$ cat config.mk
export PLATFORM = sky130hd
export DESIGN_NAME = irq_router_regs
export DESIGN_NICKNAME = d
export VERILOG_FILES = /design/src/rtl/irr_pkg.sv /design/src/rtl/irr_decode.sv /design/src/rtl/irr_table.sv /design/src/rtl/irr_events.sv /design/src/rtl/irr_rdmux.sv /design/src/rtl/irq_router_regs.sv
export SDC_FILE = /design/constraint.sdc
export NUM_CORES = 2
export LEC_CHECK = 0
export BUFFER_PORTS_ARGS = -buffer_cell sky130_fd_sc_hd__buf_4
export CAP_MARGIN = 40
export CORE_MARGIN = 5
export CORE_UTILIZATION = 57
export CTS_BUF_LIST = sky130_fd_sc_hd__clkbuf_16
export DETAILED_ROUTE_END_ITERATION = 8
export PLACE_DENSITY = 0.85
export SYNTH_ARGS = -nofsm -noshare
export SYNTH_HDL_FRONTEND = slang
export SYNTH_SLANG_ARGS = --single-unit
$ cat constraint.sdc
create_clock -name clk -period 43.9 [get_ports clk]
set_clock_uncertainty 0.2 [all_clocks]
set_input_delay 6.585 -clock clk [delete_from_list [all_inputs] [get_ports clk]]
set_output_delay 6.585 -clock clk [all_outputs]
set_load 0.005 [all_outputs]
$ cat src/rtl/irr_pkg.sv
package irr_pkg;
  localparam int HALF_W = 32;
  localparam int ENT_W  = 2 * HALF_W;
  localparam int B_RACK = 14;
  localparam int B_TRIG = 15;
  localparam int B_MASK = 16;
  localparam logic [ENT_W-1:0] ENT_RST = ENT_W'(1) << B_MASK;

  typedef enum logic [1:0] {TGT_NONE, TGT_SEL, TGT_WIN} tgt_e;
  typedef enum logic [2:0] {WK_ID, WK_VER, WK_ARB, WK_TBL, WK_BAD} wkind_e;
endpackage

$ cat src/rtl/irr_decode.sv
module irr_decode
  import irr_pkg::*;
#(
  parameter int PINS = 24,
  parameter int ADDR_W = 8,
  parameter logic [ADDR_W-1:0] SEL_OFS = 'h00,
  parameter logic [ADDR_W-1:0] WIN_OFS = 'h10,
  localparam int IDX_W = $clog2(PINS)
) (
  input  logic              bus_req,
  input  logic              bus_we,
  input  logic [ADDR_W-1:0] bus_addr,
  input  logic [7:0]        sel_q,
  output tgt_e              tgt,
  output wkind_e            wk,
  output logic              sel_we,
  output logic              win_we,
  output logic              rd_fire,
  output logic [IDX_W-1:0]  tbl_idx,
  output logic              tbl_hi
);
  logic [6:0] idx_raw;

  always_comb begin
    if (bus_addr == SEL_OFS)      tgt = TGT_SEL;
    else if (bus_addr == WIN_OFS) tgt = TGT_WIN;
    else                          tgt = TGT_NONE;
  end

  assign idx_raw = sel_q[7:1] - 7'd8;
  assign tbl_idx = idx_raw[IDX_W-1:0];
  assign tbl_hi  = sel_q[0];

  always_comb begin
    case (sel_q)
      8'h00:   wk = WK_ID;
      8'h01:   wk = WK_VER;
      8'h02:   wk = WK_ARB;
      default: wk = (sel_q >= 8'h10 && int'(idx_raw) < PINS) ? WK_TBL : WK_BAD;
    endcase
  end

  assign sel_we  = bus_req && bus_we && (tgt == TGT_SEL);
  assign win_we  = bus_req && bus_we && (tgt == TGT_WIN);
  assign rd_fire = bus_req && !bus_we;
endmodule

$ cat src/rtl/irr_table.sv
module irr_table
  import irr_pkg::*;
#(
  parameter int PINS = 24,
  localparam int IDX_W = $clog2(PINS)
) (
  input  logic              clk,
  input  logic              rst_n,
  input  logic              wr_en,
  input  logic              wr_hi,
  input  logic [IDX_W-1:0]  wr_idx,
  input  logic [HALF_W-1:0] wdata,
  input  logic              ack_set,
  input  logic [IDX_W-1:0]  ack_pin,
  input  logic              rd_hi,
  output logic [HALF_W-1:0] rd_half,
  output logic [ENT_W-1:0]  wr_old,
  output logic [ENT_W-1:0]  wr_new
);
  logic [ENT_W-1:0] ent_q [PINS];
  logic [ENT_W-1:0] ent_d [PINS];

  for (genvar g = 0; g < PINS; g++) begin : g_ent
    logic [ENT_W-1:0] q, d;
    logic             wr_hit, ack_hit, en;

    assign wr_hit  = wr_en && (wr_idx == IDX_W'(g));
    assign ack_hit = ack_set && (ack_pin == IDX_W'(g));
    assign en      = wr_hit || ack_hit;

    always_comb begin
      d = q;
      if (ack_hit) d[B_RACK] = 1'b1;
      if (wr_hit) begin
        if (wr_hi) d[ENT_W-1:HALF_W] = wdata;
        else begin
          d[HALF_W-1:0] = wdata;
          d[B_RACK]     = 1'b0;
        end
      end
    end

    always_ff @(posedge clk or negedge rst_n) begin
      if (!rst_n)  q <= ENT_RST;
      else if (en) q <= d;
    end

    assign ent_q[g] = q;
    assign ent_d[g] = d;
  end

  always_comb begin
    rd_half = '1;
    wr_old  = '0;
    wr_new  = '0;
    if (int'(wr_idx) < PINS) begin
      rd_half = rd_hi ? ent_q[wr_idx][ENT_W-1:HALF_W] : ent_q[wr_idx][HALF_W-1:0];
      wr_old  = ent_q[wr_idx];
      wr_new  = ent_d[wr_idx];
    end
  end
endmodule

$ cat src/rtl/irr_events.sv
module irr_events
  import irr_pkg::*;
#(
  parameter int PINS = 24,
  localparam int IDX_W = $clog2(PINS)
) (
  input  logic             clk,
  input  logic             rst_n,
  input  logic             wr_en,
  input  logic [IDX_W-1:0] wr_idx,
  input  logic [ENT_W-1:0] wr_old,
  input  logic [ENT_W-1:0] wr_new,
  input  logic [PINS-1:0]  pin_req,
  output logic             mask_evt,
  output logic [IDX_W-1:0] mask_evt_pin,
  output logic             mask_evt_val,
  output logic             svc_req,
  output logic [IDX_W-1:0] svc_pin
);
  logic mchg_d, svc_d, req_bit;

  assign req_bit = (int'(wr_idx) < PINS) ? pin_req[wr_idx] : 1'b0;
  assign mchg_d  = wr_en && (wr_old[B_MASK] != wr_new[B_MASK]);
  assign svc_d   = wr_en && wr_new[B_TRIG] && req_bit;

  always_ff @(posedge clk or negedge rst_n) begin
    if (!rst_n) begin
      mask_evt <= 1'b0;
      svc_req  <= 1'b0;
    end else begin
      mask_evt <= mchg_d;
      svc_req  <= svc_d;
    end
  end

  always_ff @(posedge clk or negedge rst_n) begin
    if (!rst_n) begin
      mask_evt_pin <= '0;
      mask_evt_val <= 1'b0;
    end else if (mchg_d) begin
      mask_evt_pin <= wr_idx;
      mask_evt_val <= wr_new[B_MASK];
    end
  end

  always_ff @(posedge clk or negedge rst_n) begin
    if (!rst_n)     svc_pin <= '0;
    else if (svc_d) svc_pin <= wr_idx;
  end
endmodule

$ cat src/rtl/irr_rdmux.sv
module irr_rdmux
  import irr_pkg::*;
#(
  parameter int PINS = 24,
  parameter logic [7:0] VER_CODE = 8'h11
) (
  input  tgt_e              tgt,
  input  wkind_e            wk,
  input  logic [7:0]        sel_q,
  input  logic [3:0]        id_q,
  input  logic [HALF_W-1:0] tbl_half,
  output logic [HALF_W-1:0] word
);
  localparam logic [HALF_W-1:0] VER_WORD = {8'h00, 8'(PINS - 1), 8'h00, VER_CODE};

  always_comb begin
    word = '0;
    case (tgt)
      TGT_SEL: word = {24'h0, sel_q};
      TGT_WIN: begin
        case (wk)
          WK_ID, WK_ARB: word = {4'h0, id_q, 24'h0};
          WK_VER:        word = VER_WORD;
          WK_TBL:        word = tbl_half;
          default:       word = '1;
        endcase
      end
      default: word = '0;
    endcase
  end
endmodule

$ cat src/rtl/irq_router_regs.sv
module irq_router_regs
  import irr_pkg::*;
#(
  parameter int PINS = 24,
  parameter int ADDR_W = 8,
  parameter logic [ADDR_W-1:0] SEL_OFS = 'h00,
  parameter logic [ADDR_W-1:0] WIN_OFS = 'h10,
  parameter logic [7:0] VER_CODE = 8'h11,
  localparam int IDX_W = $clog2(PINS)
) (
  input  logic              clk,
  input  logic              rst_n,
  input  logic              bus_req,
  input  logic              bus_we,
  input  logic [ADDR_W-1:0] bus_addr,
  input  logic [31:0]       bus_wdata,
  output logic [31:0]       bus_rdata,
  output logic              bus_rvalid,
  input  logic [PINS-1:0]   pin_req,
  input  logic              ack_set,
  input  logic [IDX_W-1:0]  ack_pin,
  output logic              mask_evt,
  output logic [IDX_W-1:0]  mask_evt_pin,
  output logic              mask_evt_val,
  output logic              svc_req,
  output logic [IDX_W-1:0]  svc_pin
);
  logic             rs1_q, rst_sync_n;
  logic [7:0]       sel_q, sel_d;
  logic [3:0]       id_q, id_d;
  logic             id_we;
  tgt_e             tgt;
  wkind_e           wk;
  logic             sel_we, win_we, rd_fire, tbl_hi, tbl_we;
  logic [IDX_W-1:0] tbl_idx;
  logic [31:0]      tbl_half, rd_word;
  logic [ENT_W-1:0] wr_old, wr_new;

  always_ff @(posedge clk or negedge rst_n) begin
    if (!rst_n) begin
      rs1_q      <= 1'b0;
      rst_sync_n <= 1'b0;
    end else begin
      rs1_q      <= 1'b1;
      rst_sync_n <= rs1_q;
    end
  end

  irr_decode #(.PINS(PINS), .ADDR_W(ADDR_W), .SEL_OFS(SEL_OFS), .WIN_OFS(WIN_OFS)) u_dec (
    .bus_req(bus_req), .bus_we(bus_we), .bus_addr(bus_addr), .sel_q(sel_q),
    .tgt(tgt), .wk(wk), .sel_we(sel_we), .win_we(win_we), .rd_fire(rd_fire),
    .tbl_idx(tbl_idx), .tbl_hi(tbl_hi)
  );

  assign tbl_we = win_we && (wk == WK_TBL);
  assign id_we  = win_we && (wk == WK_ID);
  assign sel_d  = bus_wdata[7:0];
  assign id_d   = bus_wdata[27:24];

  always_ff @(posedge clk or negedge rst_sync_n) begin
    if (!rst_sync_n)  sel_q <= '0;
    else if (sel_we)  sel_q <= sel_d;
  end

  always_ff @(posedge clk or negedge rst_sync_n) begin
    if (!rst_sync_n) id_q <= '0;
    else if (id_we)  id_q <= id_d;
  end

  irr_table #(.PINS(PINS)) u_tbl (
    .clk(clk), .rst_n(rst_sync_n), .wr_en(tbl_we), .wr_hi(tbl_hi), .wr_idx(tbl_idx),
    .wdata(bus_wdata), .ack_set(ack_set), .ack_pin(ack_pin), .rd_hi(tbl_hi),
    .rd_half(tbl_half), .wr_old(wr_old), .wr_new(wr_new)
  );

  irr_events #(.PINS(PINS)) u_evt (
    .clk(clk), .rst_n(rst_sync_n), .wr_en(tbl_we), .wr_idx(tbl_idx),
    .wr_old(wr_old), .wr_new(wr_new), .pin_req(pin_req),
    .mask_evt(mask_evt), .mask_evt_pin(mask_evt_pin), .mask_evt_val(mask_evt_val),
    .svc_req(svc_req), .svc_pin(svc_pin)
  );

  irr_rdmux #(.PINS(PINS), .VER_CODE(VER_CODE)) u_rd (
    .tgt(tgt), .wk(wk), .sel_q(sel_q), .id_q(id_q), .tbl_half(tbl_half), .word(rd_word)
  );

  always_ff @(posedge clk or negedge rst_sync_n) begin
    if (!rst_sync_n) bus_rvalid <= 1'b0;
    else             bus_rvalid <= rd_fire;
  end

  always_ff @(posedge clk or negedge rst_sync_n) begin
    if (!rst_sync_n)  bus_rdata <= '0;
    else if (rd_fire) bus_rdata <= rd_word;
  end
endmodule

; ---- After elaboration in Yosys (flattened, before gate mapping)
; Index checks and enable logic that the tools add are counted.
[totals]
ff_bits = 1596
latch_bits = 0
mem_bits_rw = 0
mem_bits_ro = 0
in_bits = 74
out_inout_bits = 46
wordCells = 301
memories = 0
[op_classes]
addsub = 1
multipliers = 0
div_mod_pow = 0
n_lt_le_gt_ge = 5
n_eq_ne = 55
n_shift = 0
mux = 115
bitwise_logic = 1
reduce_logical = 89
[ops]
columns = cell, count
row1 = $mux W64, 26
row2 = $mux W32, 50
row3 = $bmux W64 S5, 2
row4 = $pmux W32 S3, 1
row5 = $eq A5 B4 Y1 const B, 16
row6 = $eq A5 B5 Y1 const B, 16
row7 = $mux W17, 4
row8 = $pmux W32 S2, 1
row9 = $logic_and A1 B1 Y1, 58
row10 = $eq A5 B3 Y1 const B, 8
row11 = $mux W1, 26
row12 = $logic_or A1 B1 Y1, 24
row13 = $eq A5 B2 Y1 const B, 4
row14 = $logic_not A8 Y1, 2
row15 = $eq A5 B1 Y1 const B, 2
row16 = $logic_not A5 Y1, 2
row17 = $pmux W3 S3, 1
row18 = $eq A8 B1 Y1 const B, 1
row19 = $eq A8 B2 Y1 const B, 1
row20 = $eq A8 B5 Y1 const B, 1
row21 = $ge A8 B5 Y1 const B, 1
row22 = $lt A7 B5 Y1 const B, 1
row23 = $sub A7 B4 Y7 const B, 1
row24 = $eq A3 B2 Y1 const B, 2
row25 = 14 further kinds, 15

; ---- Longest topological paths before layout
[depth]
depth_word = 15
ltp_mapped = 15

; ---- Cells and area by module
; Synthesis repeated with hierarchy kept, for this count alone.
[hier_totals]
hier_cells = 8711
hier_area_um2 = 89627.2
[by_module_without_submodules]
columns = module, instances, cells_each, area_per_inst_um2, seq_area_each_um2
row1 = irr_table, 1, 8419, 86332.8, 38466.9
row2 = irq_router_regs, 1, 99, 1741.7, 1176.1
row3 = irr_events, 1, 65, 757.0, 325.3
row4 = irr_rdmux, 1, 96, 585.6, 0.0
row5 = irr_decode, 1, 32, 210.2, 0.0

; ---- Worst setup path after synthesis
; Ideal clock, no wire load.
[synth_timing]
kind = input-to-reg
startpoint = input bus_addr[6]
endpoint = register u_evt.svc_pin[1]
setup_ns = 0.128
arrival_time_ns = 8.758
t_required_ns = 43.572
path_slack_ns = 34.814
path_stages = 8
n_path_buf = 0
path_cell_list = nor4_2 -> nand4_1 -> nor3_2 -> mux2i_1 -> a2111oi_2 -> a2111oi_2 -> a211oi_4 -> mux2_1
[synth_via]
elab_chain_len = 14
[synth_rtl]
columns = item, line
row1 = "start, declared", irq_router_regs.sv:15  ; input logic [ADDR_W-1:0] bus_addr,
row2 = $eq A8 B5 Y1, irr_decode.sv:26  ; else if (bus_addr == WIN_OFS) tgt = TGT_WIN;
row3 = $mux W2, irr_decode.sv:26
row4 = $mux W2 *, irr_decode.sv:25  ; if (bus_addr == SEL_OFS) tgt = TGT_SEL;
row5 = $eq A2 B2 Y1 *, irr_decode.sv:44  ; assign win_we = bus_req && bus_we && (tgt == TGT_WIN);
row6 = $logic_and A1 B1 Y1 *, irr_decode.sv:44
row7 = $logic_and A1 B1 Y1 *, irq_router_regs.sv:55  ; assign tbl_we = win_we && (wk == WK_TBL);
row8 = $logic_and A1 B1 Y1, irr_table.sv:27  ; assign wr_hit = wr_en && (wr_idx == IDX_W'(g));
row9 = $mux W64, irr_table.sv:34  ; if (wr_hit) begin
row10 = $bmux W64 S5, irr_table.sv:59  ; wr_new = ent_d[wr_idx];
row11 = $mux W17 (not written as such) (2 in series), irr_table.sv:59
row12 = $mux W17, irr_table.sv:56  ; if (int'(wr_idx) < PINS) begin
row13 = $logic_and A1 B1 Y1 * (2 in series), irr_events.sv:24  ; assign svc_d = wr_en && wr_new[B_TRIG] && req_bit;
row14 = named net u_evt.svc_d, irr_events.sv:20  ; logic mchg_d, svc_d, req_bit;
row15 = "end signal, assigned", irr_events.sv:48  ; else if (svc_d) svc_pin <= wr_idx;
row16 = "end, declared", irr_events.sv:18  ; output logic [IDX_W-1:0] svc_pin
; Mark *: on every way through the listed nets, which the timed path passes. The rest lies on a longest branch. The select of a mux whose other input is x is not followed.
; A chain may end at the register's enable or synchronous reset.

==> flow_summary_export.csv <==
group,metric,value,unit
clocking,htree_levels,4,
sta,timing.fmax,0.106,GHz
route,drt_pass1_iterations,5,
floorplan,core,126000,um^2
grt,antenna_found_initial,6,
route,avgViaCountPerCell,6.62,
outcome,status,"finished, final reports clean",
logic_synthesis,synth_top_area_share,54.4,%
sta,worst_pin_slew,1.17,ns
logic_synthesis,ys_types,62,
clocking,post_cts_buffers,0,
sta,setup_tns,0,ns
sta,setup_ws,34.51,ns
placement,portBuffers,119,
placement,place.gp.congestion,0.858,
logic_synthesis,syn_inst,4635,
clocking,clock_latency,0.77,ns
route,drtAntennaViolNets,0,
layout,area_growth,10.7,%
sta,rsz0062_at_grt,"no",
floorplan,num_rows,130,
sta,setup_viol_count_final,0,
route,num_vias,42051,
grt,grt_overflow,0,
logic_synthesis,yosysSeqAreaShare,55.2,%
logic_synthesis,synth.top_cells.by_area,"dfrtp_1 (54%), mux2_2 (23%), mux4_2 (15%)",
clocking,cts-root-buf,"clkbuf_16",
route,drt-total-wl,183000,um
sta,finalHoldViolCount,0,
worst_setup_path,crit_type,"primary input to flop",
placement,dp_slack,33.82,ns
worst_setup_path,end_kind,"flop",
grt,track_usage,27.4,%
logic_synthesis,synth_ff_type,"dfrtp_1",
pwr,peakVddDrop,0.0373,mV
clocking,tritoncts,"built",
layout,fillers,8474,
worst_setup_path,worstPathArrival,9.82,ns
clocking,cts_resized,0,
clocking,ctsHoldBuffers,0,
floorplan,die_area,134000,um^2
logic_synthesis,yosysTopAreaCell,"dfrtp_1",
grt,grt_pass1_vias,44609,
sta,max_slew_margin,22.2,%
layout,nets,4647,
layout,drive_above_1_share,52.6,%
worst_setup_path,cp-start-kind,"primary input",
flow_run,maxCapViolCount,0,
logic_synthesis,syn_nets,4711,
placement,dp_hpwl,105000,um
clocking,numCtsBuffers,158,
worst_setup_path,crit_fanout,20,
layout,fin_cells,6356,
clocking,clock-sinks,1596,
clocking,clk_pin_slew,0.06,ns
grt,grt_pass1_wl,282000,um
worst_setup_path,required,44.33,ns
floorplan,pin_count,120,
logic_synthesis,synth.avg_cell_area,15.6,um^2
floorplan,initial_core_util,57.5,%
logic_synthesis,netlist_area,72400,um^2
pwr,pwr_density_cell,36.9,nW/um^2
logic_synthesis,ys_ff_latch,1596,
route,drc,0,
route,drt_iter0_markers,3869,
floorplan,die_width,366,um
sta,min_period,9.39,ns
grt,grt_max_degree,203,
worst_setup_path,reg2reg_slack,38.10,ns
floorplan,die_y,366,um
clocking,ctsLongestPathBuffers,3,
logic_synthesis,synth-edff-count,0,
sta,fin_crit_sh,21.4,%
logic_synthesis,async_flop_share,100,%
pwr,total_power,2.96,mW
route,post_drt_wl_per_cell,28.8,um
sta,maxSlewViolCount,0,
min_path,min_path_type,"flop to flop",
logic_synthesis,yosysWarnings,0,
placement,placedCellCount,6060,
pwr,power.leakage,38.6,nW
sta,whs,0.153,ns
==> cells by family (layout without fill, tap and decap cells) <==
family                   Yosys count  in the layout  synth area share, %
AO/OA/AOI/OAI                    210            210                 1.87
XOR/XNOR                           3              3               0.0363
adder cells (fa/ha/maj)            3              3               0.0484
buffers and inverters            467            535                 2.61
flip-flops                      1596           1596                 55.2
multiplexers                    1967           1967                 37.9
other                              1              4              0.00518
AND/OR/NAND/NOR                  388            388                 2.32
==> per-stage QoR <==
step                cell area (um^2)  util, %
finish                         80100     63.6
global route                   80100     63.6
CTS                            80100     63.6
detailed placement             75000     59.6
global placement               74500     59.2
floorplan                      72400        -
==> layout make-up <==
cell class / count / area, um^2 / share of cell area, %
tap: 1650 / 2060 / 2.58
antenna: 3 / 7.51 / 0.00937
multi-input combinational: 2572 / 30800 / 38.4
sequential: 1596 / 40000 / 49.9
inverter: 12 / 51.3 / 0.0640
clock buffer: 163 / 4080 / 5.09
timing repair buffer: 231 / 2120 / 2.65
clock inverter: 129 / 1010 / 1.26
==> worst paths after layout <==
| check | from | to | cells after the start |
|---|---|---|---|
| min reg2reg | rs1_q | rst_sync_n | 0 |
| max | bus_addr[1] | flop | 8 |
| max reg2reg | sel_q[1] | u_evt.svc_pin[0] | 10 |
| max in group asynchronous | rst_n | rst_sync_n | 1 |
| min in group asynchronous | rst_sync_n | asynchronous set/reset pin | 0 |
| min | rs1_q | rst_sync_n | 0 |
==> worst max-delay path: stages <==
cell and delay, ns:
buf_4 0.12, nor3b_1 0.28, nand4_1 0.33, nor3_2 0.32, nand3_1 0.63, nor2_4 0.70
buf_4 0.46, mux2_2 0.38
==> synth_stat cells, types with 2 or more instances <==
cell	count
dfrtp_1	1572
mux2_2	1466
mux4_2	470
clkbuf_1	295
nand2_1	230
buf_2	108
o21ai_0	90
nor2_1	82
buf_1	52
a21oi_1	44
a221oi_1	35
dfstp_2	24
mux2i_1	18
nand3_1	15
mux2_1	13
a22oi_1	12
inv_1	9
nor3_1	8
nand2b_1	7
nand4_1	7
nor2b_1	7
and2_1	6
a31oi_1	5
nor4_1	5
a211oi_1	4
nor3_2	4
nor3b_1	3
xnor2_1	3
a2111oi_0	2
a2111oi_2	2
and3_1	2
and4_1	2
ha_1	2
inv_2	2
o22a_1	2
==> per-layer routing <==
layer  part of all wire (%)  global-route usage [%]
met5                  0.042                   0.570
met4                    4.7                    11.5
met3                    8.5                    7.02
met2                     47                    43.2
met1                     39                    36.8
==> cell usage in the layout (no fill, tap or decap), drive strengths merged, types with 7 or more instances in the layout <==
master,count
dfrtp,1572
mux2,1479
mux4,470
buf,231
nand2,230
clkbuf,163
o21ai,90
nor2,82
inv,71
clkinv,55
a21oi,44
a221oi,36
dfstp,24
mux2i,18
nand3,15
bufinv,14
a22oi,12
nor3,12
nor2b,7
nand4,7
and2,7
nand2b,7
nor4,7
==> power by group <==
| group | switching, mW | internal (mW) |
|---|---|---|
| combinational | 0.0958 | 0.0414 |
| clock | 0.577 | 0.757 |
| sequential | 0.00866 | 1.48 |
| total | 0.682 | 2.28 |
Note: power is estimated with default switching activity, not from simulation.
